<file path="src/rtl/sertx_pkg.sv">
package sertx_pkg;

  typedef enum logic [2:0] {
    ST_IDLE  = 3'd0,
    ST_START = 3'd1,
    ST_DATA  = 3'd2,
    ST_PAR   = 3'd3,
    ST_STOP  = 3'd4
  } tx_state_e;

  // number of data bits for a word length code
  function automatic logic [3:0] data_len(input logic [1:0] code);
    return 4'd5 + {2'b00, code};
  endfunction

endpackage

</file>
<file path="src/rtl/sertx_baud.sv">
module sertx_baud #(
  parameter int DIV_W = 16
) (
  input  logic             clk,
  input  logic             rst_n,
  input  logic             ref_en,
  input  logic [DIV_W-1:0] divisor,
  output logic             tick_o
);

  logic [DIV_W-1:0] cnt_q, cnt_d;
  logic             tick_d;

  always_comb begin
    cnt_d  = cnt_q;
    tick_d = 1'b0;
    if (ref_en) begin
      if (divisor == '0) begin
        cnt_d = '0;
      end else if (cnt_q <= DIV_W'(1)) begin
        cnt_d  = divisor;
        tick_d = 1'b1;
      end else begin
        cnt_d = cnt_q - DIV_W'(1);
      end
    end
  end

  always_ff @(posedge clk or negedge rst_n) begin
    if (!rst_n) begin
      cnt_q  <= '0;
      tick_o <= 1'b0;
    end else begin
      cnt_q  <= cnt_d;
      tick_o <= tick_d;
    end
  end


  zero_div_chk: assert property (@(posedge clk) disable iff (!rst_n)
    (divisor == '0) |=> !tick_o);


  ref_gate_chk: assert property (@(posedge clk) disable iff (!rst_n)
    tick_o |-> $past(ref_en));

endmodule

</file>
<file path="src/rtl/sertx_hold.sv">
module sertx_hold #(
  parameter int DATA_W = 8
) (
  input  logic              clk,
  input  logic              rst_n,
  input  logic              wr_en,
  input  logic [DATA_W-1:0] wr_data,
  input  logic              take,
  output logic [DATA_W-1:0] data_o,
  output logic              empty_o
);

  logic [DATA_W-1:0] data_d;
  logic              empty_d;

  always_comb begin
    data_d  = data_o;
    empty_d = empty_o;
    if (wr_en) begin
      data_d  = wr_data;
      empty_d = 1'b0;
    end else if (take) begin
      empty_d = 1'b1;
    end
  end

  always_ff @(posedge clk or negedge rst_n) begin
    if (!rst_n) begin
      data_o  <= '1;
      empty_o <= 1'b1;
    end else begin
      data_o  <= data_d;
      empty_o <= empty_d;
    end
  end


  fill_src_chk: assert property (@(posedge clk) disable iff (!rst_n)
    $fell(empty_o) |-> $past(wr_en));

endmodule

</file>
<file path="src/rtl/sertx_shift.sv">
module sertx_shift
  import sertx_pkg::*;
#(
  parameter int DATA_W = 8,
  parameter int OVS    = 16
) (
  input  logic              clk,
  input  logic              rst_n,
  input  logic              tick,
  input  logic              freeze,
  input  logic              brk,
  input  logic [1:0]        wlen_sel,
  input  logic              stop_sel,
  input  logic              par_en,
  input  logic              par_even,
  input  logic              par_stick,
  input  logic [DATA_W-1:0] hold_data,
  input  logic              hold_empty,
  output logic              take,
  output logic              busy,
  output logic              line_o
);

  localparam int SUB_W = $clog2(OVS);
  localparam int TC_W  = SUB_W + 2;
  localparam int BIT_W = $clog2(DATA_W);
  localparam logic [TC_W-1:0] BIT_LAST = TC_W'(OVS - 1);

  tx_state_e         state_q, state_d;
  logic [TC_W-1:0]   tcnt_q, tcnt_d;
  logic [BIT_W-1:0]  bit_q, bit_d;
  logic [DATA_W-1:0] shf_q, shf_d;
  logic              par_q, par_d;

  logic [3:0]        nbits;
  logic [TC_W-1:0]   stop_last;
  logic [DATA_W-1:0] masked;
  logic              par_calc;
  logic              frame_line;

  always_comb begin
    nbits  = data_len(wlen_sel);
    masked = hold_data & (8'hFF >> (2'd3 - wlen_sel));
    if (par_stick) par_calc = ~par_even;
    else if (par_even) par_calc = ^masked;
    else par_calc = ~^masked;
    if (!stop_sel)            stop_last = TC_W'(OVS - 1);
    else if (wlen_sel == 2'b00) stop_last = TC_W'(OVS + OVS / 2 - 1);
    else                      stop_last = TC_W'(2 * OVS - 1);
  end

  assign take = (state_q == ST_IDLE) && !hold_empty && !freeze;
  assign busy = (state_q != ST_IDLE);

  always_comb begin
    state_d = state_q;
    tcnt_d  = tcnt_q;
    bit_d   = bit_q;
    shf_d   = shf_q;
    par_d   = par_q;
    if (freeze) begin
      state_d = ST_IDLE;
      tcnt_d  = '0;
    end else begin
      case (state_q)
        ST_IDLE: begin
          if (take) begin
            shf_d   = hold_data;
            par_d   = par_calc;
            state_d = ST_START;
            tcnt_d  = '0;
            bit_d   = '0;
          end
        end
        ST_START: begin
          if (tick) begin
            if (tcnt_q == BIT_LAST) begin
              tcnt_d  = '0;
              state_d = ST_DATA;
            end else begin
              tcnt_d = tcnt_q + TC_W'(1);
            end
          end
        end
        ST_DATA: begin
          if (tick) begin
            if (tcnt_q == BIT_LAST) begin
              tcnt_d = '0;
              shf_d  = shf_q >> 1;
              if ({1'b0, bit_q} == nbits - 4'd1) begin
                state_d = par_en ? ST_PAR : ST_STOP;
              end else begin
                bit_d = bit_q + BIT_W'(1);
              end
            end else begin
              tcnt_d = tcnt_q + TC_W'(1);
            end
          end
        end
        ST_PAR: begin
          if (tick) begin
            if (tcnt_q == BIT_LAST) begin
              tcnt_d  = '0;
              state_d = ST_STOP;
            end else begin
              tcnt_d = tcnt_q + TC_W'(1);
            end
          end
        end
        ST_STOP: begin
          if (tick) begin
            if (tcnt_q == stop_last) begin
              tcnt_d  = '0;
              state_d = ST_IDLE;
            end else begin
              tcnt_d = tcnt_q + TC_W'(1);
            end
          end
        end
        default: state_d = ST_IDLE;
      endcase
    end
  end

  always_ff @(posedge clk or negedge rst_n) begin
    if (!rst_n) begin
      state_q <= ST_IDLE;
      tcnt_q  <= '0;
      bit_q   <= '0;
      shf_q   <= '1;
      par_q   <= 1'b1;
    end else begin
      state_q <= state_d;
      tcnt_q  <= tcnt_d;
      bit_q   <= bit_d;
      shf_q   <= shf_d;
      par_q   <= par_d;
    end
  end

  always_comb begin
    case (state_q)
      ST_START: frame_line = 1'b0;
      ST_DATA:  frame_line = shf_q[0];
      ST_PAR:   frame_line = par_q;
      default:  frame_line = 1'b1;
    endcase
    if (freeze)   line_o = 1'b1;
    else if (brk) line_o = 1'b0;
    else          line_o = frame_line;
  end


  tick_pace_chk: assert property (@(posedge clk) disable iff (!rst_n)
    (state_q != ST_IDLE && !tick && !freeze) |=> $stable(state_q));


  freeze_idle_chk: assert property (@(posedge clk) disable iff (!rst_n)
    freeze |=> (state_q == ST_IDLE));


  stop_bound_chk: assert property (@(posedge clk) disable iff (!rst_n)
    (state_q == ST_STOP) |-> (tcnt_q < TC_W'(2 * OVS)));


  launch_chk: assert property (@(posedge clk) disable iff (!rst_n)
    (state_q == ST_IDLE && !hold_empty && !freeze) |=> (state_q == ST_START));

endmodule

</file>
<file path="src/rtl/sertx_top.sv">
module sertx_top #(
  parameter int DIV_W  = 16,
  parameter int DATA_W = 8,
  parameter int OVS    = 16
) (
  input  logic              clk,
  input  logic              rst_n,
  input  logic              baud_ref_en,
  input  logic [DIV_W-1:0]  divisor,
  input  logic [1:0]        wlen_sel,
  input  logic              stop_sel,
  input  logic              par_en,
  input  logic              par_even,
  input  logic              par_stick,
  input  logic              brk,
  input  logic              freeze,
  input  logic              wr_en,
  input  logic [DATA_W-1:0] wr_data,
  output logic              ser_out,
  output logic              baud_tick,
  output logic              hold_empty,
  output logic              xmit_empty
);

  logic [1:0]        rs_q;
  logic              rst_n_i;
  logic [DATA_W-1:0] hold_data;
  logic              take;
  logic              busy;

  // asynchronous assert, synchronous release
  always_ff @(posedge clk or negedge rst_n) begin
    if (!rst_n) rs_q <= 2'b00;
    else        rs_q <= {rs_q[0], 1'b1};
  end
  assign rst_n_i = rs_q[1];

  sertx_baud #(.DIV_W(DIV_W)) u_baud (
    .clk     (clk),
    .rst_n   (rst_n_i),
    .ref_en  (baud_ref_en),
    .divisor (divisor),
    .tick_o  (baud_tick)
  );

  sertx_hold #(.DATA_W(DATA_W)) u_hold (
    .clk     (clk),
    .rst_n   (rst_n_i),
    .wr_en   (wr_en),
    .wr_data (wr_data),
    .take    (take),
    .data_o  (hold_data),
    .empty_o (hold_empty)
  );

  sertx_shift #(.DATA_W(DATA_W), .OVS(OVS)) u_shift (
    .clk        (clk),
    .rst_n      (rst_n_i),
    .tick       (baud_tick),
    .freeze     (freeze),
    .brk        (brk),
    .wlen_sel   (wlen_sel),
    .stop_sel   (stop_sel),
    .par_en     (par_en),
    .par_even   (par_even),
    .par_stick  (par_stick),
    .hold_data  (hold_data),
    .hold_empty (hold_empty),
    .take       (take),
    .busy       (busy),
    .line_o     (ser_out)
  );

  assign xmit_empty = hold_empty & ~busy;

endmodule

</file>
<file path="config.mk">
export PLATFORM = sky130hd
export DESIGN_NAME = sertx_top
export DESIGN_NICKNAME = d
export VERILOG_FILES = /design/src/rtl/sertx_pkg.sv /design/src/rtl/sertx_baud.sv /design/src/rtl/sertx_hold.sv /design/src/rtl/sertx_shift.sv /design/src/rtl/sertx_top.sv
export SDC_FILE = /design/constraint.sdc
export NUM_CORES = 1
export LEC_CHECK = 0
export CORE_AREA = 2 2 86 72
export CTS_BUF_LIST = sky130_fd_sc_hd__clkbuf_4 sky130_fd_sc_hd__clkbuf_8
export DETAILED_ROUTE_END_ITERATION = 8
export DIE_AREA = 0 0 88 74
export DONT_BUFFER_PORTS = 1
export PLACE_DENSITY_LB_ADDON = 0.2
export SLEW_MARGIN = 20
export SYNTH_ARGS = -nofsm -noshare
export SYNTH_HDL_FRONTEND = slang
export SYNTH_SLANG_ARGS = --single-unit
</file>
<file path="constraint.sdc">
create_clock -name clk -period 1.98 [get_ports clk]
set_input_delay 0.099 -clock clk [delete_from_list [all_inputs] [get_ports clk]]
set_output_delay 0.099 -clock clk [all_outputs]
set_load 0.02 [all_outputs]
</file>
# --- Word level (Yosys, flattened, before mapping) ---
# Cells that the tools add are included.
totals:
  regBits: 49
  input_bits: 36
  output_inout_bits: 4
  elab_cells: 107
op_classes:
  add_sub_neg: 6
  n_lt_le_gt_ge: 1
  n_eq_ne: 22
  n_shift: 1
  n_mux: 43
  bitwise: 5
  n_reduce_logical: 19
op_table:
  columns: ["op", "count"]
  rows:
  - ["3-bit 2-to-1 mux", 16]
  - ["6-bit 2-to-1 mux", 7]
  - ["16-bit 2-to-1 mux", 2]
  - ["8-bit 2-to-1 mux", 3]
  - ["6-bit case mux with 3 select lines", 1]
  - ["16-bit by 1-bit <= comparator with 1-bit output, second input constant", 1]
  - ["16-bit logical NOT", 1]
  - ["8-bit case mux with 2 select lines", 1]
  - ["16-bit by 1-bit subtractor with 16-bit output, second input constant", 1]
  - ["3-bit by 2-bit inequality test with 1-bit output, second input constant", 5]
  - ["3-bit inequality test, second input constant", 5]
  - ["3-bit case mux with 5 select lines", 1]
  - ["10-bit AND reduction", 1]
  - ["1-bit 2-to-1 mux", 9]
  - ["8-bit bitwise AND", 1]
  - ["8-bit XNOR reduction", 1]
  - ["8-bit XOR reduction", 1]
  - ["8-bit by 2-bit right shift with 8-bit output, first input constant", 1]
  - ["6-bit by 1-bit adder with 6-bit output, second input constant", 1]
  - ["3-bit by 2-bit == test with 1-bit output, second input constant", 2]
  - ["6-bit by 4-bit == test with 1-bit output, second input constant", 1]
  - ["6-bit == test", 1]
  - ["2-bit inequality test, second input constant", 3]
  - ["3-bit case mux with 2 select lines", 1]
  - ["other kinds (25)", 30]

# --- Longest topological paths before layout ---
logic_depth:
  ltp_word: 8
  depth_mapped: 10
  depth_no_buf: 7

# --- Modules after synthesis ---
# Synthesis repeated with hierarchy kept, for this count alone.
hier_totals:
  cells_unflattened: 317
  hier_area_um2: 3005.4
by_module_without_submodules:
  columns: ["module", "n_inst", "cells_each", "area_per_inst_um2", "seq_area_each_um2"]
  rows:
  - ["sertx_shift", 1, 159, 1386.3, 536.8]
  - ["sertx_baud", 1, 135, 1173.6, 425.4]
  - ["sertx_hold", 1, 19, 377.9, 236.5]
  - ["sertx_top", 1, 4, 67.6, 50.0]

# --- Least setup slack after synthesis ---
# Ideal clock, no wire load.
synth_timing:
  kind: "register to register"
  start: "reg u_baud.cnt_q[12]"
  end: "reg u_baud.cnt_q[15]"
  setup_ns: 0.128
  arrival_time_ns: 2.139
  t_required_ns: 1.852
  slack_ns: -0.287
  path_stages_with_launch: 9
  path_buffers: 3
  cell_sequence: "dfrtp_1 or4_4 or3b_1 buf_6 or2_1 buf_6 buf_6 o221ai_1 o21ai_1"
synth_via:
  elab_chain_len: 3
synth_rtl:
  columns: ["element", "line_no", "source"]
  rows:
  - ["start, declared", "sertx_baud.sv:11", "logic [DIV_W-1:0] cnt_q, cnt_d;"]
  - ["start signal, assigned", "sertx_baud.sv:34", "cnt_q <= cnt_d;"]
  - ["16-bit by 1-bit subtractor with 16-bit output / 16-bit by 1-bit <= comparator with 1-bit output (equally long branches)", "sertx_baud.sv:24, sertx_baud.sv:20", null]
  - ["16-bit 2-to-1 mux *", "sertx_baud.sv:20", "end else if (cnt_q <= DIV_W'(1)) begin"]
  - ["16-bit 2-to-1 mux *", "sertx_baud.sv:18", "if (divisor == '0) begin"]
# Every way passes the cells marked *; elsewhere a longest branch is shown, timed or not.
# A chain may end at the register's enable or synchronous reset.

# --- Worst setup path after layout ---
layout_timing:
  start: "reg u_baud.cnt_q[13]"
  end: "reg u_baud.cnt_q[7]"
layout_via:
  elab_chain_len: 3
layout_rtl:
  columns: ["element", "line_no"]
  rows:
  - ["16-bit by 1-bit <= comparator with 1-bit output", "sertx_baud.sv:20"]
  - ["16-bit 2-to-1 mux", "sertx_baud.sv:20"]
  - ["16-bit 2-to-1 mux", "sertx_baud.sv:18"]
# Every way passes these cells.

==> results.rst <==
.. list-table::
   :header-rows: 1

   * - Metric
     - Value
   * - Violations in the final reports
     - negative hold slack, negative setup slack
   * - Worst reg2reg path endpoint
     - u_baud.cnt_q[7]
   * - Final setup violating endpoints
     - 15
   * - Root Buffer
     - sky130_fd_sc_hd__clkbuf_8
   * - Chain of cells forming the critical path
     - or4_4 -> or3b_4 -> or2_4 -> buf_4 -> mux2i_1 -> a22o_1
   * - Synthesis-stage register bit count
     - 49
   * - Worst clock skew
     - 12.6 ps
   * - Pwr Density
     - 1250 nW/um^2
   * - Core Footprint
     - 5660 um^2
   * - Number of buffers and inverters on the critical path
     - 1
   * - Number of vias after detailed routing
     - 2,733
   * - Final Non-Filler Cells
     - 466
   * - WHS Endpoint
     - u_baud.cnt_q[8]
   * - CTS max path bufs
     - 2
   * - Mean area per synthesized cell
     - 9.58 um^2
   * - Detail-routed net length per standard cell
     - 16.6 um
   * - Final weighted congestion of routability-driven global placement
     - 0.881
   * - Register-to-register setup slack
     - -180 ps
   * - Final number of hold-violating endpoints
     - 4
   * - Via count of the first global-routing pass
     - 2,653
   * - Kind of capture point of the worst setup path
     - flop
   * - Port Buffers
     - 0
   * - Switching power
     - 1.90 mW
   * - Ys async rst share
     - 100%
   * - Transition time at the pin with the least slew margin
     - 549 ps
   * - Number of nets in the final layout
     - 424
   * - Iter 0 DRT Violations
     - 139
   * - Fraction of final layout cells with drive strength greater than 1
     - 30.6%
   * - Final Total Pwr
     - 4.93 mW
   * - First-pass GRT wire length
     - 12,500 um
   * - Overall die area
     - 6510 um^2
   * - Share of the yosys chip area belonging to registers
     - 41.4%
   * - Die span in x
     - 88 um
   * - Wire length after detailed routing
     - 7730 um
   * - Synthesized instance count
     - 315
   * - Internal
     - 3.03 mW
   * - Starting utilization of the core area
     - 53.3%
   * - Net switching fraction of the power
     - 38.6%
   * - Worst R2R Path Depth
     - 6
   * - Clock Pin Slew Worst Setup and Hold Paths
     - 110 ps
   * - DP HPWL
     - 5460 um
   * - Reported max-cap violation count
     - 0
   * - Number of design rule violations left after detail routing
     - 0
   * - Initial antenna violation count
     - 0
   * - Setup repair after global routing missed its margin
     - true
   * - Hold path cells
     - 2
   * - Net count after synthesis
     - 355
   * - Deepest level of the CTS H-tree
     - 2
   * - Residual overflow from global routing
     - 0
   * - Number of distinct library cell variants in the gate-level netlist after synthesis
     - 62
   * - Kind of start point of the critical path
     - flop
   * - Family of cells with the greatest summed delay on the critical path
     - simple AND/OR/NAND/NOR gates
   * - Die boundary height
     - 74 um
   * - Min-Delay Startpoint
     - divisor[8]
   * - Final cycle utilization of the critical path
     - 109%
   * - Later-pin clock latency in the skew report
     - 310 ps
   * - Final worst-path setup slack
     - -181 ps
   * - Proportion of power drawn by flip-flops and latches
     - 32.2%
   * - Period minus WS final
     - 2160 ps
   * - Top flip-flop cell by instance count after synthesis
     - sky130_fd_sc_hd__dfrtp_1
   * - TritonCTS clock tree
     - done
   * - Type of the setup path with the least slack
     - flop to flop
   * - Worst vdd ir
     - 0.000673 V
   * - Number of antenna repair diodes
     - 0
   * - Post-synth EDFFs
     - 0
   * - Combinational fraction of design power
     - 54.9%
   * - DRT Pass-1 Iters
     - 4
   * - Boundary Pins
     - 40
   * - Largest net degree at the start of global routing
     - 27
   * - Residual antenna-violating net count after detailed routing
     - 0
   * - Max-Slew Margin vs Limit
     - 63.1%
   * - Worst-path maximum fanout
     - 4
   * - Syn-to-layout area delta
     - 30.3%
   * - Fin. max-slew vios
     - 0
   * - Overall track demand over capacity in global routing
     - 24.6%
   * - Worst slack at placement
     - -210 ps
   * - Count of yosys warnings during synthesis
     - 0
   * - Total CTS buffers
     - 5
   * - Setup TNS
     - -1790 ps
   * - Via count normalized by instance count
     - 5.86
   * - Data arrival at the endpoint of the critical path
     - 2350 ps
   * - Number of placed instances with taps included
     - 429
   * - Clock share of power
     - 13.0%
   * - Clock sink count
     - 49
   * - Worst Path Required
     - 2170 ps
   * - Maximum clock frequency
     - 463 MHz
   * - Cell area after technology mapping
     - 3020 um^2
   * - Hold slack
     - -16.7 ps
   * - Class of the worst hold path
     - primary input to flop
   * - Status
     - finished, violations left
   * - Cell leakage power
     - 1.70 nW
   * - Critical Path Max Stage Delay
     - 540 ps
   * - Site row count
     - 25
   * - Launch instance of the worst register-to-register path
     - u_baud.cnt_q[13]
   * - Library cell contributing the largest single delay on the critical path
     - sky130_fd_sc_hd__or4_4
-- layer usage --
| layer | track usage (%) | share of wire, % |
|---|---|---|
| met2 | 37.6 | 47 |
| met4 | 7.18 | 1.5 |
| met1 | 35.9 | 46 |
| met3 | 4.88 | 5.0 |
| met5 | 0 | 0 |
-- synth_stat cells, types with 8 or more instances --
cell / n / area, um^2
sky130_fd_sc_hd__inv_1: 10 / 37.5
sky130_fd_sc_hd__mux2i_1: 20 / 200
sky130_fd_sc_hd__dfrtp_1: 31 / 776
sky130_fd_sc_hd__o21ai_0: 22 / 110
sky130_fd_sc_hd__nand3_1: 12 / 60.1
sky130_fd_sc_hd__clkbuf_1: 11 / 41.3
sky130_fd_sc_hd__a21oi_1: 18 / 90.1
sky130_fd_sc_hd__nand2_1: 13 / 48.8
sky130_fd_sc_hd__nor4_1: 8 / 50.1
sky130_fd_sc_hd__dfstp_2: 18 / 473
sky130_fd_sc_hd__nor2_1: 28 / 105
sky130_fd_sc_hd__o2bb2ai_1: 11 / 96.3
sky130_fd_sc_hd__mux2_2: 9 / 101
sky130_fd_sc_hd__nor3_1: 11 / 55.1
-- final cells by class --
| type | instances | area (um^2) |
|---|---|---|
| fill | 429 | 1730 |
| tap | 81 | 101 |
| multi-input combinational | 239 | 1760 |
| clock inverter | 3 | 28.8 |
| timing repair buffer | 79 | 681 |
| clock buffer | 5 | 68.8 |
| sequential | 49 | 1250 |
| inverter | 10 | 37.5 |
-- layout by cell type, fill, tap and decap left out, types with 11 or more instances in the layout --
cell type / n
sky130_fd_sc_hd__dfrtp_1: 27
sky130_fd_sc_hd__dlygate4sd3_1: 24
sky130_fd_sc_hd__nand3_1: 12
sky130_fd_sc_hd__nor2_1: 27
sky130_fd_sc_hd__nand2_1: 13
sky130_fd_sc_hd__dfstp_2: 18
sky130_fd_sc_hd__o2bb2ai_1: 11
sky130_fd_sc_hd__mux2i_1: 20
sky130_fd_sc_hd__o21ai_0: 20
sky130_fd_sc_hd__buf_4: 52
sky130_fd_sc_hd__a21oi_1: 18
-- worst register-to-register path, delay by kind of cell (launching register included) --
kind,cells,cell delay [ps]
simple gates,3,1210
flops,1,390
compound gates,1,200
buf+inv,1,140
mux,1,110
-- power groups by stage --
stage	sequential, mW	combinational, mW	clock (mW)
2_1_floorplan	1.61	1.57	0
3_3_place_gp	1.58	2.41	0
3_5_place_dp	1.59	2.46	0
4_1_cts	1.57	2.57	0.656
5_1_grt	1.62	2.97	0.696
6_report	1.59	2.71	0.639
-- metrics by stage --
step                      utilization, %  cell area, um^2
after floorplan                        -             3090
after global placement              61.6             3490
after detailed placement            61.6             3490
after CTS                           67.6             3830
after global routing                69.4             3930
final                               69.4             3930
-- state kept, by name, indices dropped and copies added (netlist names) --
name             flops
u_shift.state_q      3
u_shift.tcnt_q       6
u_baud.cnt_q        16
u_hold.empty_o       1
u_shift.par_q        1
u_hold.data_o        8
u_baud.tick_o        1
u_shift.bit_q        3
rs_q                 2
u_shift.shf_q        8
-- logic make-up (layout without fill, tap and decap cells) --
logic type	after synthesis	after routing	synth area share (%)
xor gates and xnor gates	9	9	3.07
other	1	1	0.124
DFF	49	49	41.4
and+or+nand+nor	111	111	20.7
adders and majority gates	4	4	1.66
buffers and inverters	27	97	4.15
AOI/OAI and AO/OA	85	85	19.0
muxes	29	29	10.0
-- worst max-delay path by stage --
stage | startpoint | depth (start not counted) | end | slack, ps
global placement | u_baud.cnt_q[13] | 6 | u_baud.cnt_q[15] | -130
CTS | u_baud.cnt_q[13] | 6 | u_baud.cnt_q[15] | -150
detailed placement | u_baud.cnt_q[13] | 6 | u_baud.cnt_q[15] | -210
finish | u_baud.cnt_q[13] | 6 | u_baud.cnt_q[7] | -180
floorplan | u_baud.cnt_q[13] | 8 | u_baud.cnt_q[15] | -250
global route | u_baud.cnt_q[15] | 6 | u_baud.cnt_q[4] | -240
-- timing repair --
item	4_1_cts	5_1_grt
endpoints found under the hold margin	33	6
pin swaps	10	6
gates resized for setup	10	9
buffers inserted	0	5
endpoints found under the setup margin	16	31
hold buffers	21	3
Note: power is estimated with default switching activity, not from simulation.
